--- src/rtl/dpt_pkg.sv ---
package dpt_pkg;
  localparam int NCH = 2;
  localparam int CMD_RST_BIT = 4;
  localparam int CMD_PD_BIT  = 3;
  localparam int CMD_SEL_BIT = 0;

  typedef enum logic [1:0] {
    RB_IDLE,
    RB_ADDR,
    RB_CMD,
    RB_DATA
  } rb_state_t;
endpackage

--- src/rtl/dpt_bus_sync.sv ---
module dpt_bus_sync #(
  parameter int STAGES = 2
) (
  input  logic clk,
  input  logic rst_n,
  input  logic scl_i,
  input  logic sda_i,
  output logic sda_s,
  output logic scl_rise,
  output logic scl_fall,
  output logic start_det,
  output logic stop_det
);
  // STAGES synchronizer flops plus one history flop per line
  logic [STAGES:0] scl_sh, sda_sh;
  logic scl_s, scl_q, sda_q;

  always_ff @(posedge clk or negedge rst_n) begin
    if (!rst_n) begin
      scl_sh <= '1;
      sda_sh <= '1;
    end else begin
      scl_sh <= {scl_sh[STAGES-1:0], scl_i};
      sda_sh <= {sda_sh[STAGES-1:0], sda_i};
    end
  end

  assign scl_s = scl_sh[STAGES-1];
  assign scl_q = scl_sh[STAGES];
  assign sda_s = sda_sh[STAGES-1];
  assign sda_q = sda_sh[STAGES];

  assign scl_rise  = scl_s & ~scl_q;
  assign scl_fall  = ~scl_s & scl_q;
  assign start_det = scl_s & scl_q & sda_q & ~sda_s;
  assign stop_det  = scl_s & scl_q & ~sda_q & sda_s;
endmodule

--- src/rtl/dpt_byte_rx.sv ---
module dpt_byte_rx #(
  parameter int DW = 8
) (
  input  logic          clk,
  input  logic          rst_n,
  input  logic          sda_s,
  input  logic          scl_rise,
  input  logic          scl_fall,
  input  logic          start_det,
  input  logic          stop_det,
  input  logic          ack_grant,
  output logic          byte_vld,
  output logic [DW-1:0] byte_q,
  output logic          sda_low
);
  localparam int CW = $clog2(DW + 2);
  localparam logic [CW-1:0] LAST_BIT = CW'(DW - 1);
  localparam logic [CW-1:0] ACK_WAIT = CW'(DW);
  localparam logic [CW-1:0] ACK_SLOT = CW'(DW + 1);

  logic          active;
  logic [CW-1:0] bitcnt;
  logic [DW-1:0] shreg;

  always_ff @(posedge clk or negedge rst_n) begin
    if (!rst_n) begin
      active   <= 1'b0;
      bitcnt   <= '0;
      shreg    <= '0;
      byte_vld <= 1'b0;
      sda_low  <= 1'b0;
    end else begin
      byte_vld <= 1'b0;
      if (start_det) begin
        active  <= 1'b1;
        bitcnt  <= '0;
        sda_low <= 1'b0;
      end else if (stop_det) begin
        active  <= 1'b0;
        bitcnt  <= '0;
        sda_low <= 1'b0;
      end else if (active) begin
        if (scl_rise && bitcnt < ACK_WAIT) begin
          shreg  <= {shreg[DW-2:0], sda_s};
          bitcnt <= bitcnt + 1'b1;
          if (bitcnt == LAST_BIT) byte_vld <= 1'b1;
        end else if (scl_fall && bitcnt == ACK_WAIT) begin
          bitcnt  <= ACK_SLOT;
          sda_low <= ack_grant;
          if (!ack_grant) active <= 1'b0;
        end else if (scl_fall && bitcnt == ACK_SLOT) begin
          bitcnt  <= '0;
          sda_low <= 1'b0;
        end
      end
    end
  end

  assign byte_q = shreg;
endmodule

--- src/rtl/dpt_reg_bank.sv ---
module dpt_reg_bank
  import dpt_pkg::*;
#(
  parameter int DW = 8,
  parameter int ADDR_W = 7,
  parameter int PIN_W = 4,
  parameter logic [ADDR_W-PIN_W-1:0] ADDR_HI = 3'b010
) (
  input  logic                    clk,
  input  logic                    rst_n,
  input  logic                    start_det,
  input  logic                    stop_det,
  input  logic                    byte_vld,
  input  logic [DW-1:0]           byte_q,
  input  logic [PIN_W-1:0]        addr_pins,
  output logic                    ack_grant,
  output logic [NCH-1:0][DW-1:0]  out_q,
  output logic                    pwrdn,
  output logic                    rst_pend
);
  localparam int SW = (NCH > 1) ? $clog2(NCH) : 1;

  rb_state_t             st;
  logic [NCH-1:0][DW-1:0] in_q;
  logic [SW-1:0]         sel;
  logic                  armed, cmd_seen, pd_pend;
  logic                  addr_hit;

  assign addr_hit = (byte_q[DW-1:1] == {ADDR_HI, addr_pins}) && !byte_q[0];

  always_ff @(posedge clk or negedge rst_n) begin
    if (!rst_n) begin
      st        <= RB_IDLE;
      in_q      <= '0;
      out_q     <= '0;
      sel       <= '0;
      armed     <= 1'b0;
      cmd_seen  <= 1'b0;
      pd_pend   <= 1'b0;
      rst_pend  <= 1'b0;
      pwrdn     <= 1'b0;
      ack_grant <= 1'b0;
    end else if (start_det) begin
      st        <= RB_ADDR;
      ack_grant <= 1'b0;
    end else if (stop_det) begin
      st        <= RB_IDLE;
      ack_grant <= 1'b0;
      if (armed) begin
        for (int c = 0; c < NCH; c++) begin
          if (rst_pend) begin
            in_q[c]  <= '0;
            out_q[c] <= '0;
          end else begin
            out_q[c] <= in_q[c];
          end
        end
        if (cmd_seen) pwrdn <= pd_pend;
        armed    <= 1'b0;
        cmd_seen <= 1'b0;
        rst_pend <= 1'b0;
      end
    end else if (byte_vld) begin
      unique case (st)
        RB_ADDR: begin
          ack_grant <= addr_hit;
          st        <= addr_hit ? RB_CMD : RB_IDLE;
          if (addr_hit) armed <= 1'b1;
        end
        RB_CMD: begin
          ack_grant <= 1'b1;
          pd_pend   <= byte_q[CMD_PD_BIT];
          rst_pend  <= byte_q[CMD_RST_BIT];
          sel       <= byte_q[CMD_SEL_BIT +: SW];
          cmd_seen  <= 1'b1;
          st        <= RB_DATA;
        end
        RB_DATA: begin
          ack_grant <= 1'b1;
          in_q[sel] <= byte_q;
          st        <= RB_CMD;
        end
        default: ack_grant <= 1'b0;
      endcase
    end
  end
endmodule

--- src/rtl/dac_pair_i2c_target.sv ---
module dac_pair_i2c_target #(
  parameter int DW = 8,
  parameter int SYNC_STAGES = 2,
  parameter logic [2:0] ADDR_HI = 3'b010
) (
  input  logic          clk,
  input  logic          rst_n,
  input  logic          scl_i,
  input  logic          sda_i,
  input  logic [3:0]    addr_pins_i,
  output logic          sda_low_o,
  output logic [DW-1:0] ch0_o,
  output logic [DW-1:0] ch1_o,
  output logic          pwrdn_o
);
  import dpt_pkg::*;

  logic sda_s, scl_rise, scl_fall, start_det, stop_det;
  logic byte_vld, ack_grant, rst_pend;
  logic [DW-1:0] byte_q;
  logic [NCH-1:0][DW-1:0] out_q;

  dpt_bus_sync #(.STAGES(SYNC_STAGES)) u_sync (
    .clk(clk), .rst_n(rst_n), .scl_i(scl_i), .sda_i(sda_i),
    .sda_s(sda_s), .scl_rise(scl_rise), .scl_fall(scl_fall),
    .start_det(start_det), .stop_det(stop_det)
  );

  dpt_byte_rx #(.DW(DW)) u_rx (
    .clk(clk), .rst_n(rst_n), .sda_s(sda_s), .scl_rise(scl_rise),
    .scl_fall(scl_fall), .start_det(start_det), .stop_det(stop_det),
    .ack_grant(ack_grant), .byte_vld(byte_vld), .byte_q(byte_q),
    .sda_low(sda_low_o)
  );

  dpt_reg_bank #(.DW(DW), .ADDR_W(7), .PIN_W(4), .ADDR_HI(ADDR_HI)) u_bank (
    .clk(clk), .rst_n(rst_n), .start_det(start_det), .stop_det(stop_det),
    .byte_vld(byte_vld), .byte_q(byte_q), .addr_pins(addr_pins_i),
    .ack_grant(ack_grant), .out_q(out_q), .pwrdn(pwrdn_o), .rst_pend(rst_pend)
  );

  assign ch0_o = out_q[0];
  assign ch1_o = out_q[1];
endmodule

--- config.mk ---
export PLATFORM = sky130hd
export DESIGN_NAME = dac_pair_i2c_target
export DESIGN_NICKNAME = d
export VERILOG_FILES = /design/src/rtl/dpt_pkg.sv /design/src/rtl/dpt_bus_sync.sv /design/src/rtl/dpt_byte_rx.sv /design/src/rtl/dpt_reg_bank.sv /design/src/rtl/dac_pair_i2c_target.sv
export SDC_FILE = /design/constraint.sdc
export NUM_CORES = 1
export LEC_CHECK = 0
export CAP_MARGIN = 15
export CORE_UTILIZATION = 35
export DETAILED_ROUTE_END_ITERATION = 8
export SLEW_MARGIN = 40
export SYNTH_ARGS = -nofsm -noshare
export SYNTH_HDL_FRONTEND = slang
export SYNTH_HIERARCHICAL = 1
export SYNTH_SLANG_ARGS = --single-unit
--- constraint.sdc ---
create_clock -name clk -period 3.6 [get_ports clk]
set_input_delay 0.54 -clock clk [delete_from_list [all_inputs] [get_ports clk]]
set_output_delay 0.54 -clock clk [all_outputs]
set_load 0.005 [all_outputs]
Word-level counts from Yosys, hierarchy flattened

Index checks and enable logic that the tools add are counted.

Bitwise gates (word level): 13
Reductions and logical operators: 27
Shifts and indexed selects: 0
Eq/ne operators: 9
Div/mod/pow operators: 0
Multiplexer cells: 52
Multiply operators: 0
Magnitude comparators: 3
Add/sub/neg operators: 1

Operators by type and width:

| kind                                                | number |
|---|---|
| 2-to-1 mux 16 bit                                   | 4 |
| 2-to-1 mux 1 bit                                    | 31 |
| 2-to-1 mux 4 bit                                    | 6 |
| 2-to-1 mux 8 bit                                    | 3 |
| AND reduction 4 bit                                 | 6 |
| bitwise mux 16 bit                                  | 1 |
| nonzero test 2 bit                                  | 5 |
| nonzero test 5 bit                                  | 2 |
| demux 8 bit (select 1 bit)                          | 1 |
| equality test 4 bit, second input constant          | 2 |
| 2-to-1 mux 2 bit                                    | 4 |
| bitwise AND 1 bit                                   | 7 |
| equality test 7 x 6 -> 1 bit                        | 1 |
| NOT 1 bit                                           | 6 |
| one-hot mux 2 bit (3 select lines)                  | 1 |
| AND reduction 3 bit                                 | 2 |
| nonzero test 3 bit                                  | 2 |
| logical AND 1 bit                                   | 5 |
| adder 4 x 1 -> 4 bit, second input constant         | 1 |
| equality test 2 bit, second input constant          | 2 |
| equality test 4 x 3 -> 1 bit, second input constant | 1 |
| less-than comparator 4 bit, second input constant   | 1 |
| AND reduction 2 bit                                 | 2 |
| nonzero test 4 bit                                  | 1 |
| 8 further kinds                                     | 8 |

Input port bits: 8
Latch bits: 0
Output and inout port bits: 18
Memories kept: 0
Bits in registers: 62
RAM bits: 0
Logic and storage cells: 124
Memory bits (read-only): 0

Logic depth before layout (Yosys ltp)

Gate-level depths: netlist of the first run.

Depth after elaboration: 9
Gate-level depth with buffers: 6
Mapped depth without buffers: 5

Cells and area by module

The synthesis of the first run kept the hierarchy.

By module, submodules not included:

| module       | seq. area each (um^2) | cells an instance | area each (um^2) | instances |
|---|---|---|---|---|
| dpt_reg_bank | 1026.0                | 172               | 1839.3           | 1 |
| dpt_byte_rx  | 375.4                 | 58                | 705.7            | 1 |
| dpt_bus_sync | 157.7                 | 10                | 190.2            | 1 |

Least setup slack after synthesis of the first run

No wires, ideal clock.

Kind: flip-flop to flip-flop
From: reg u_sync.scl_sh[1]
To: reg u_rx.shreg[0] (netlist: u_rx/byte_q[0])
Clock period less this slack: 1753 ps
Data required time: 3475 ps
Data arrival time: 1629 ps
Setup time: 125 ps
Path buffers: 1
Stages on the path, launching flop included: 6
Setup slack: 1847 ps
Cells stage by stage: dfstp_2 -> nor2b_1 -> nor2b_1 -> and3b_1 -> buf_2 -> mux2_2

Elaborated cells on any way between the ends: 10
Those cells by class: 8 x bitwise; 2 x reduce/logical

RTL lines:

| what                          | line                      | text |
|---|---|---|
| start: declaration            | dpt_bus_sync.sv:15        | `logic [STAGES:0] scl_sh, sda_sh;` |
| start signal: assignment      | dpt_bus_sync.sv:23        | `scl_sh <= {scl_sh[STAGES-1:0], scl_i};` |
| bitwise AND 1 bit             | dpt_bus_sync.sv:33        | `assign scl_rise = scl_s & ~scl_q;` |
| named net scl_rise            | dac_pair_i2c_target.sv:18 | `logic sda_s, scl_rise, scl_fall, start_det, stop_det;` |
| logical AND 1 bit             | dpt_byte_rx.sv:43         | `if (scl_rise && bitcnt < ACK_WAIT) begin` |
| AND reduction 4 bit (no line) | --                        |  |
| end signal: assignment        | dpt_byte_rx.sv:44         | `shreg <= {shreg[DW-2:0], sda_s};` |
| end: declaration              | dpt_byte_rx.sv:23         | `logic [DW-1:0] shreg;` |

The timed path passes the listed nets, and every way through them passes these cells.
A chain may end at the register's enable or synchronous reset.

Final worst setup path of the first run

From: reg u_sync.scl_sh[1]
To: reg u_rx.shreg[7] (netlist: u_rx/byte_q[7])

The elaborated chain is that of the path after synthesis.

==> impl_metrics.yaml, run 1 <==
outcome:
  run_status: "completed"
worst_setup_path:
  critical-path-max-stage-delay_ns: 0.56
  critical_path.n_buffers_inverters: 0
  rr_endpoint: "u_rx/byte_q[7]$_DFFE_PN0P_"
  crit_path_frequent_cell: "sky130_fd_sc_hd__nor2b_1"
  max_stage_delay_cell_worst_path: "sky130_fd_sc_hd__dfstp_2"
  critical_path.max_fanout: 9
  worst_r2r_startpoint: "u_sync/scl_sh[1]$_DFF_PN1_"
  worstPathCellList: "nor2b_1 > nor2b_1 > and3b_1 > mux2_2"
  critical_path_required_ns: 3.83
  timing_worst_setup_path_type: "flop to flop"
  timing.critical_path.to_type: "flop"
  crit_family: "simple AND/OR/NAND/NOR gates"
  critical_path_arrival_ns: 2.34
  reg2reg_depth: 4
  start_kind: "flop"
  r2r_setup_slack_ns: 1.49
global_route:
  grt_start_max_net_pins: 36
  grt_remaining_overflow: 0
  first_global_vias: 1788
  grt_antenna_before_repair: 0
  grt_pass1_wl_um: 8431
  track_usage_pct: 13.29
clock_tree:
  post-cts-setup-buffers: 0
  cts.repair.resized: 0
  cts_max_level: 3
  cts_hold_repair.buffers: 0
  ctsLongestPathBuffers: 2
  cts.root.buffer_cell: "sky130_fd_sc_hd__clkbuf_8"
  numClockSinks: 62
  clk-insertion-delay-late_ns: 0.34
  clk_pin_slew_ns: 0.07
  cts_made_buffers: 9
  tritoncts: "built"
power_and_ir_drop:
  power_frac_seq_pct: 53.2
  switching_power_uw: 441.7
  power.combinational.fraction_pct: 12.7
  power_density_nw_per_um2: 477.8
  design_power_total_mw: 1.559
  power.switching_fraction_pct: 28.34
  power_frac_clock_pct: 34.1
  internal-power_mw: 1.117
  ir_drop_uv: 360.7
  cellLeakagePower_nw: 1.363
timing:
  timing.fmax_mhz: 473.9
  finalWorstPathRequiredPeriod_ns: 2.110
  fin_setup_tns_ns: 0
  min_period_over_period_pct: 58.61
  slew_headroom_pct: 56.41
  fin_hold_ws_ns: 0.1585
  finalWorstSetupSlack_ns: 1.490
  worst_slew_pin_slew_ns: 0.6505
  timing_hold_violations_final: 0
  setup_repair_after_global_routing_missed_its_margin: "false"
  skew_ns: 0.009409
  drv_slew: 0
  timing.final.setup_violations: 0
cells_and_area:
  fillers: 716
  synthToLayoutAreaGrowth_pct: 19.26
  drive_above_1_share_pct: 15.27
  nNetsFinal: 281
  post-route-util_pct: 44.03
  mostFrequentLayoutCell: "sky130_fd_sc_hd__dfrtp_1"
  antenna-diode-count: 0
  most-common-layout-cells: "sky130_fd_sc_hd__dfrtp_1, sky130_fd_sc_hd__nand2_1, sky130_fd_sc_hd__clkdlybuf4s50_1"
logic_synthesis:
  synthesis.area_um2: 2735
  yosys_reg_bits: 62
  synth_cells: 240
  synth-adder-area-share_pct: 1.372
  share_of_the_synthesized_area_in_compound_gates_ao_oa_aoi_oai_pct: 7.319
  edff_count_synth: 0
  synth_ff_type: "sky130_fd_sc_hd__dfrtp_1"
  synth_xor_area_share_pct: 1.601
  synth-async-reset-ratio_pct: 100.0
  synth-warning-count: 6
  netlist-cell-type-count: 40
  synthesis.nets: 251
  synthMuxAreaShare_pct: 11.12
  synth_area_per_cell_um2: 11.40
  yosys.area_share.simple_pct: 17.89
  synth.yosys.seq_area_share_pct: 57.00
  synth_top_family_by_area: "simple AND/OR/NAND/NOR gates"
drt:
  vias: 1768
  detail-route-antenna-nets: 0
  drt_pass1_iterations: 4
  post-route-drc-count: 0
  vias_per_cell: 4.727
  wire_per_inst_um: 12.88
  routed_wire_length_um: 4818
  first_iter_violations: 66
flow_run:
  max_capacitance_violation_count: 0
min_path:
  min-delay-path-class: "primary input to asynchronous set/reset pin"
floorplanning:
  die_y_um: 90.40
  ioPinCount: 26
  initial_core_util_pct: 36.92
  design.core.area_um2: 7408
  floorplan.die.width_um: 90.40
  number_of_placement_rows: 31
  die_area_um2: 8172
placement:
  place_ws_ns: 1.524
  numPortBuffers: 25
  place.gp.congestion: 0.7910
  dp_hpwl_um: 3328
-- routing by layer --
metal / global-route usage [%] / part of all wire (%) / vias to the layer above
met1: 16.34 / 46 / 834
met3: 4.293 / 4.6 / 11
met4: 6.586 / 2.9 / 0
li1: - / - / 877
met2: 20.99 / 46 / 46
met5: 0 / 0 / -
-- power groups by stage --
stage / clock network (mW) / logic [mW] / registers, mW
after floorplan: 0 / 0.145 / 0.817
after global placement: 0 / 0.196 / 0.844
after detailed placement: 0 / 0.200 / 0.842
after CTS: 0.554 / 0.201 / 0.830
after global routing: 0.580 / 0.223 / 0.840
final: 0.531 / 0.197 / 0.830
-- how the worst max path moves through the flow --
stage | from | slack (ns) | endpoint | cells after the start
final | u_sync/scl_sh[1]$_DFF_PN1_ | 1.49 | u_rx/byte_q[7]$_DFFE_PN0P_ | 4
after global routing | u_sync/scl_sh[1]$_DFF_PN1_ | 1.36 | u_bank/in_q[5]$_DFFE_PN0P_ | 4
after CTS | u_sync/scl_sh[1]$_DFF_PN1_ | 1.50 | u_rx/byte_q[7]$_DFFE_PN0P_ | 4
after detailed placement | u_sync/scl_sh[1]$_DFF_PN1_ | 1.52 | u_rx/byte_q[2]$_DFFE_PN0P_ | 4
after global placement | u_sync/scl_sh[1]$_DFF_PN1_ | 1.53 | u_rx/byte_q[0]$_DFFE_PN0P_ | 4
after floorplan | u_sync/scl_sh[1]$_DFF_PN1_ | 1.85 | u_rx/byte_q[0]$_DFFE_PN0P_ | 5
-- flip-flops by register name (all words and copies together) (netlist names), 2 cells and up --
register / flops
u_bank/st: 2
u_rx/byte_q: 8
u_bank/in_q: 16
u_sync/sda_sh: 3
u_sync/scl_sh: 3
u_bank/out_q: 16
u_rx/bitcnt: 4
-- Yosys cell counts (2+ instances only) --
cell                       count  area [um2]
sky130_fd_sc_hd__a21o_1        2       15.01
sky130_fd_sc_hd__a21oi_1       4       20.02
sky130_fd_sc_hd__and4b_1       2       20.02
sky130_fd_sc_hd__buf_2         6       30.03
sky130_fd_sc_hd__clkbuf_1      3       11.26
sky130_fd_sc_hd__dfrtp_1      56        1401
sky130_fd_sc_hd__dfstp_2       6       157.7
sky130_fd_sc_hd__ha_1          3       37.54
sky130_fd_sc_hd__inv_1        14       52.55
sky130_fd_sc_hd__mux2_2       11       123.9
sky130_fd_sc_hd__mux2i_1      18       180.2
sky130_fd_sc_hd__nand2_1      36       135.1
sky130_fd_sc_hd__nand2b_1     17       106.4
sky130_fd_sc_hd__nand3b_1      3       22.52
sky130_fd_sc_hd__nand4_1       2       12.51
sky130_fd_sc_hd__nand4b_1      3       26.28
sky130_fd_sc_hd__nor2_1        3       11.26
sky130_fd_sc_hd__nor2b_1       4       25.02
sky130_fd_sc_hd__o211ai_1      2       15.01
sky130_fd_sc_hd__o21ai_0      22       110.1
sky130_fd_sc_hd__xnor2_1       4       35.03
-- area by class of cell --
cell class	count	area [um2]	share of cell area, %
flip-flops and latches	62	1559	47.79
multi-input cells	154	1075	32.95
repair buffers	29	275.3	8.439
clock buffers	11	141.4	4.334
well taps	99	123.9	3.797
inverters	14	52.55	1.611
clock inverters	5	35.03	1.074
-- metrics by stage --
stage / area, um2 / std cells
floorplan: 2735 / 240
global placement: 3085 / 358
detailed placement: 3085 / 358
CTS: 3262 / 374
global route: 3262 / 374
finish: 3262 / 374
-- cells by family (layout without fill, tap and decap cells) --
group,Yosys count,in the layout
simple gates,82,82
flops,62,62
compound gates,35,35
mux,29,29
buf+inv,24,59
xor+xnor,5,5
fa+ha+maj,3,3
No activity file was read; power rests on OpenSTA's default activity.
==> run 2, diff against run 1 <==
==> constraint.sdc (replaced) <==
create_clock -name clk -period 1.9 [get_ports clk]
set_input_delay 0.285 -clock clk [delete_from_list [all_inputs] [get_ports clk]]
set_output_delay 0.285 -clock clk [all_outputs]
set_load 0.005 [all_outputs]
==> run 2 against run 1 <==
Effect of this change:
- clock power increased by 110%
- critical path type unchanged
- critical endpoint is now u_bank/pd_pend$_DFFE_PN0P_
- worst setup slack worse by 1.4 ns
- final cell count rose by 2.1%
- power rose by 97%
- sequential power increased by 89%
- critical path depth unchanged
==> impl_metrics.yaml, run 2 (synthesis results as in run 1) <==
floorplanning:
  floorplan.die.width_um: 90.40
  die_area_um2: 8172
  ioPinCount: 26
  design.core.area_um2: 7408
  die_y_um: 90.40
  initial_core_util_pct: 36.92
  number_of_placement_rows: 31
timing:
  timing.final.setup_violations: 0
  min_period_over_period_pct: 93.18
  finalWorstPathRequiredPeriod_ns: 1.770
  timing.fmax_mhz: 564.9
  fin_setup_tns_ns: 0
  timing_hold_violations_final: 0
  drv_slew: 0
  finalWorstSetupSlack_ns: 0.1297
  setup_repair_after_global_routing_missed_its_margin: "false"
  skew_ns: 0.008675
  slew_headroom_pct: 66.92
  worst_slew_pin_slew_ns: 0.4910
cells_and_area:
  drive_above_1_share_pct: 17.67
  synthToLayoutAreaGrowth_pct: 22.51
  fillers: 714
  antenna-diode-count: 0
  post-route-util_pct: 45.23
  nNetsFinal: 289
  fin_cells: 382
  most-common-layout-cells: "sky130_fd_sc_hd__dfrtp_1, sky130_fd_sc_hd__nand2_1, sky130_fd_sc_hd__clkdlybuf4s50_1"
  mostFrequentLayoutCell: "sky130_fd_sc_hd__dfrtp_1"
worst_setup_path:
  worst_r2r_startpoint: "u_sync/sda_sh[2]$_DFF_PN1_"
  setup.worst_path.start: "u_sync/sda_sh[2]$_DFF_PN1_"
  critical_path_required_ns: 2.12
  timing.critical_path.to_type: "flop"
  critical_path.max_fanout: 6
  reg2reg_depth: 4
  critical_path_arrival_ns: 1.99
  r2r_setup_slack_ns: 0.13
  timing_worst_setup_path_type: "flop to flop"
  rr_endpoint: "u_bank/pd_pend$_DFFE_PN0P_"
  start_kind: "flop"
drt:
  post-route-drc-count: 0
  vias_per_cell: 4.668
  routed_wire_length_um: 5014
  detail-route-antenna-nets: 0
  drt_pass1_iterations: 4
  wire_per_inst_um: 13.13
  first_iter_violations: 70
  vias: 1783
placement:
  place_ws_ns: 0.06260
  instance_count_after_placement_with_tap_cells_included: 365
  dp_hpwl_um: 3386
  numPortBuffers: 25
  place.gp.congestion: 0.7774
power_and_ir_drop:
  ir_drop_uv: 516.3
  design_power_total_mw: 3.077
  power_density_nw_per_um2: 918.4
  cellLeakagePower_nw: 1.414
min_path:
  hp-start: "u_sync/scl_sh[0]$_DFF_PN1_"
  min-delay-path-class: "flop to flop"
  worst_hold_path.endpoint: "u_sync/scl_sh[1]$_DFF_PN1_"
  holdPathStages: 0
global_route:
  first_global_vias: 1768
  grt_antenna_before_repair: 0
  grt_pass1_wl_um: 8776
  grt_remaining_overflow: 0
  track_usage_pct: 13.79
  grt_start_max_net_pins: 63
outcome:
  run_status: "completed"
clock_tree:
  ctsLongestPathBuffers: 2
  cts_made_buffers: 9
  numClockSinks: 62
  cts_max_level: 3
  tritoncts: "built"
  clk_pin_slew_ns: 0.07
  clk-insertion-delay-late_ns: 0.34
  post-cts-setup-buffers: 0
  cts.root.buffer_cell: "sky130_fd_sc_hd__clkbuf_8"
flow_run:
  max_capacitance_violation_count: 0
## run 2: cell count changes in the layout (fill, tap and decap cells not counted), sizes merged
cell	delta
buf	+7
bufinv	+1
clkbuf	-1
clkinv	-1
dlygate4sd3	+1
inv	+1
## run 2: area by class of cell
type / count / area [um2] / share of cell area (%)
clock buffer: 10 / 127.6 / 3.809
tap: 99 / 123.9 / 3.697
sequential: 62 / 1559 / 46.53
timing repair buffer: 37 / 350.3 / 10.46
multi-input combinational: 154 / 1076 / 32.11
clock inverter: 6 / 61.31 / 1.830
inverter: 14 / 52.55 / 1.568
## run 2: what timing repair did
action                                  4_1_cts  5_1_grt
hold buffers                                  1        0
gates resized for setup                       0        1
endpoints found under the setup margin        0        8
hold endpoints to repair                     56        0
## run 2: worst max-delay path by stage
stage          slack, ns  depth (start not counted)                         end
2_1_floorplan       0.15                          5  u_rx/byte_q[0]$_DFFE_PN0P_
3_3_place_gp        0.11                          4  u_rx/byte_q[7]$_DFFE_PN0P_
3_5_place_dp        0.06                          4  u_rx/byte_q[1]$_DFFE_PN0P_
4_1_cts             0.06                          4  u_rx/byte_q[1]$_DFFE_PN0P_
5_1_grt             0.01                          5  u_rx/bitcnt[3]$_DFFE_PN0P_
6_report            0.13                          4  u_bank/pd_pend$_DFFE_PN0P_
## run 2: metal layers
| metal | vias up | part of all wire, % | routed length, um | global-route usage (%) |
|---|---|---|---|---|
| li1 | 895 | - | - | - |
| met1 | 837 | 47 | 2361 | 17.35 |
| met2 | 47 | 48 | 2387 | 21.69 |
| met3 | 4 | 4.7 | 236 | 5.303 |
| met4 | 0 | 0.58 | 29 | 4.704 |
| met5 | - | 0 | 0 | 0 |
## run 2: stage by stage
stage                     cell area, um2  hold WS [ns]
after CTS                           3349        0.3398
after floorplan                     2735      -0.01059
after detailed placement            3151        0.3206
after global routing                3351        0.3409
final                               3351        0.3552
after global placement              3151        0.3223
## run 2: power breakdown
| group | total [mW] | internal [mW] | leakage [nW] | switching [mW] |
|---|---|---|---|---|
| logic | 0.390 | 0.193 | 0.484 | 0.198 |
| registers | 1.57 | 1.43 | 0.834 | 0.146 |
| clock network | 1.11 | 0.603 | 0.0964 | 0.510 |
## run 2: critical path, stage by stage, from the launching register on
cell and delay [ns]:
sky130_fd_sc_hd__dfstp_2 0.53, sky130_fd_sc_hd__and4b_1 0.25, sky130_fd_sc_hd__buf_4 0.18, sky130_fd_sc_hd__nor4_4 0.34, sky130_fd_sc_hd__mux2_2 0.37
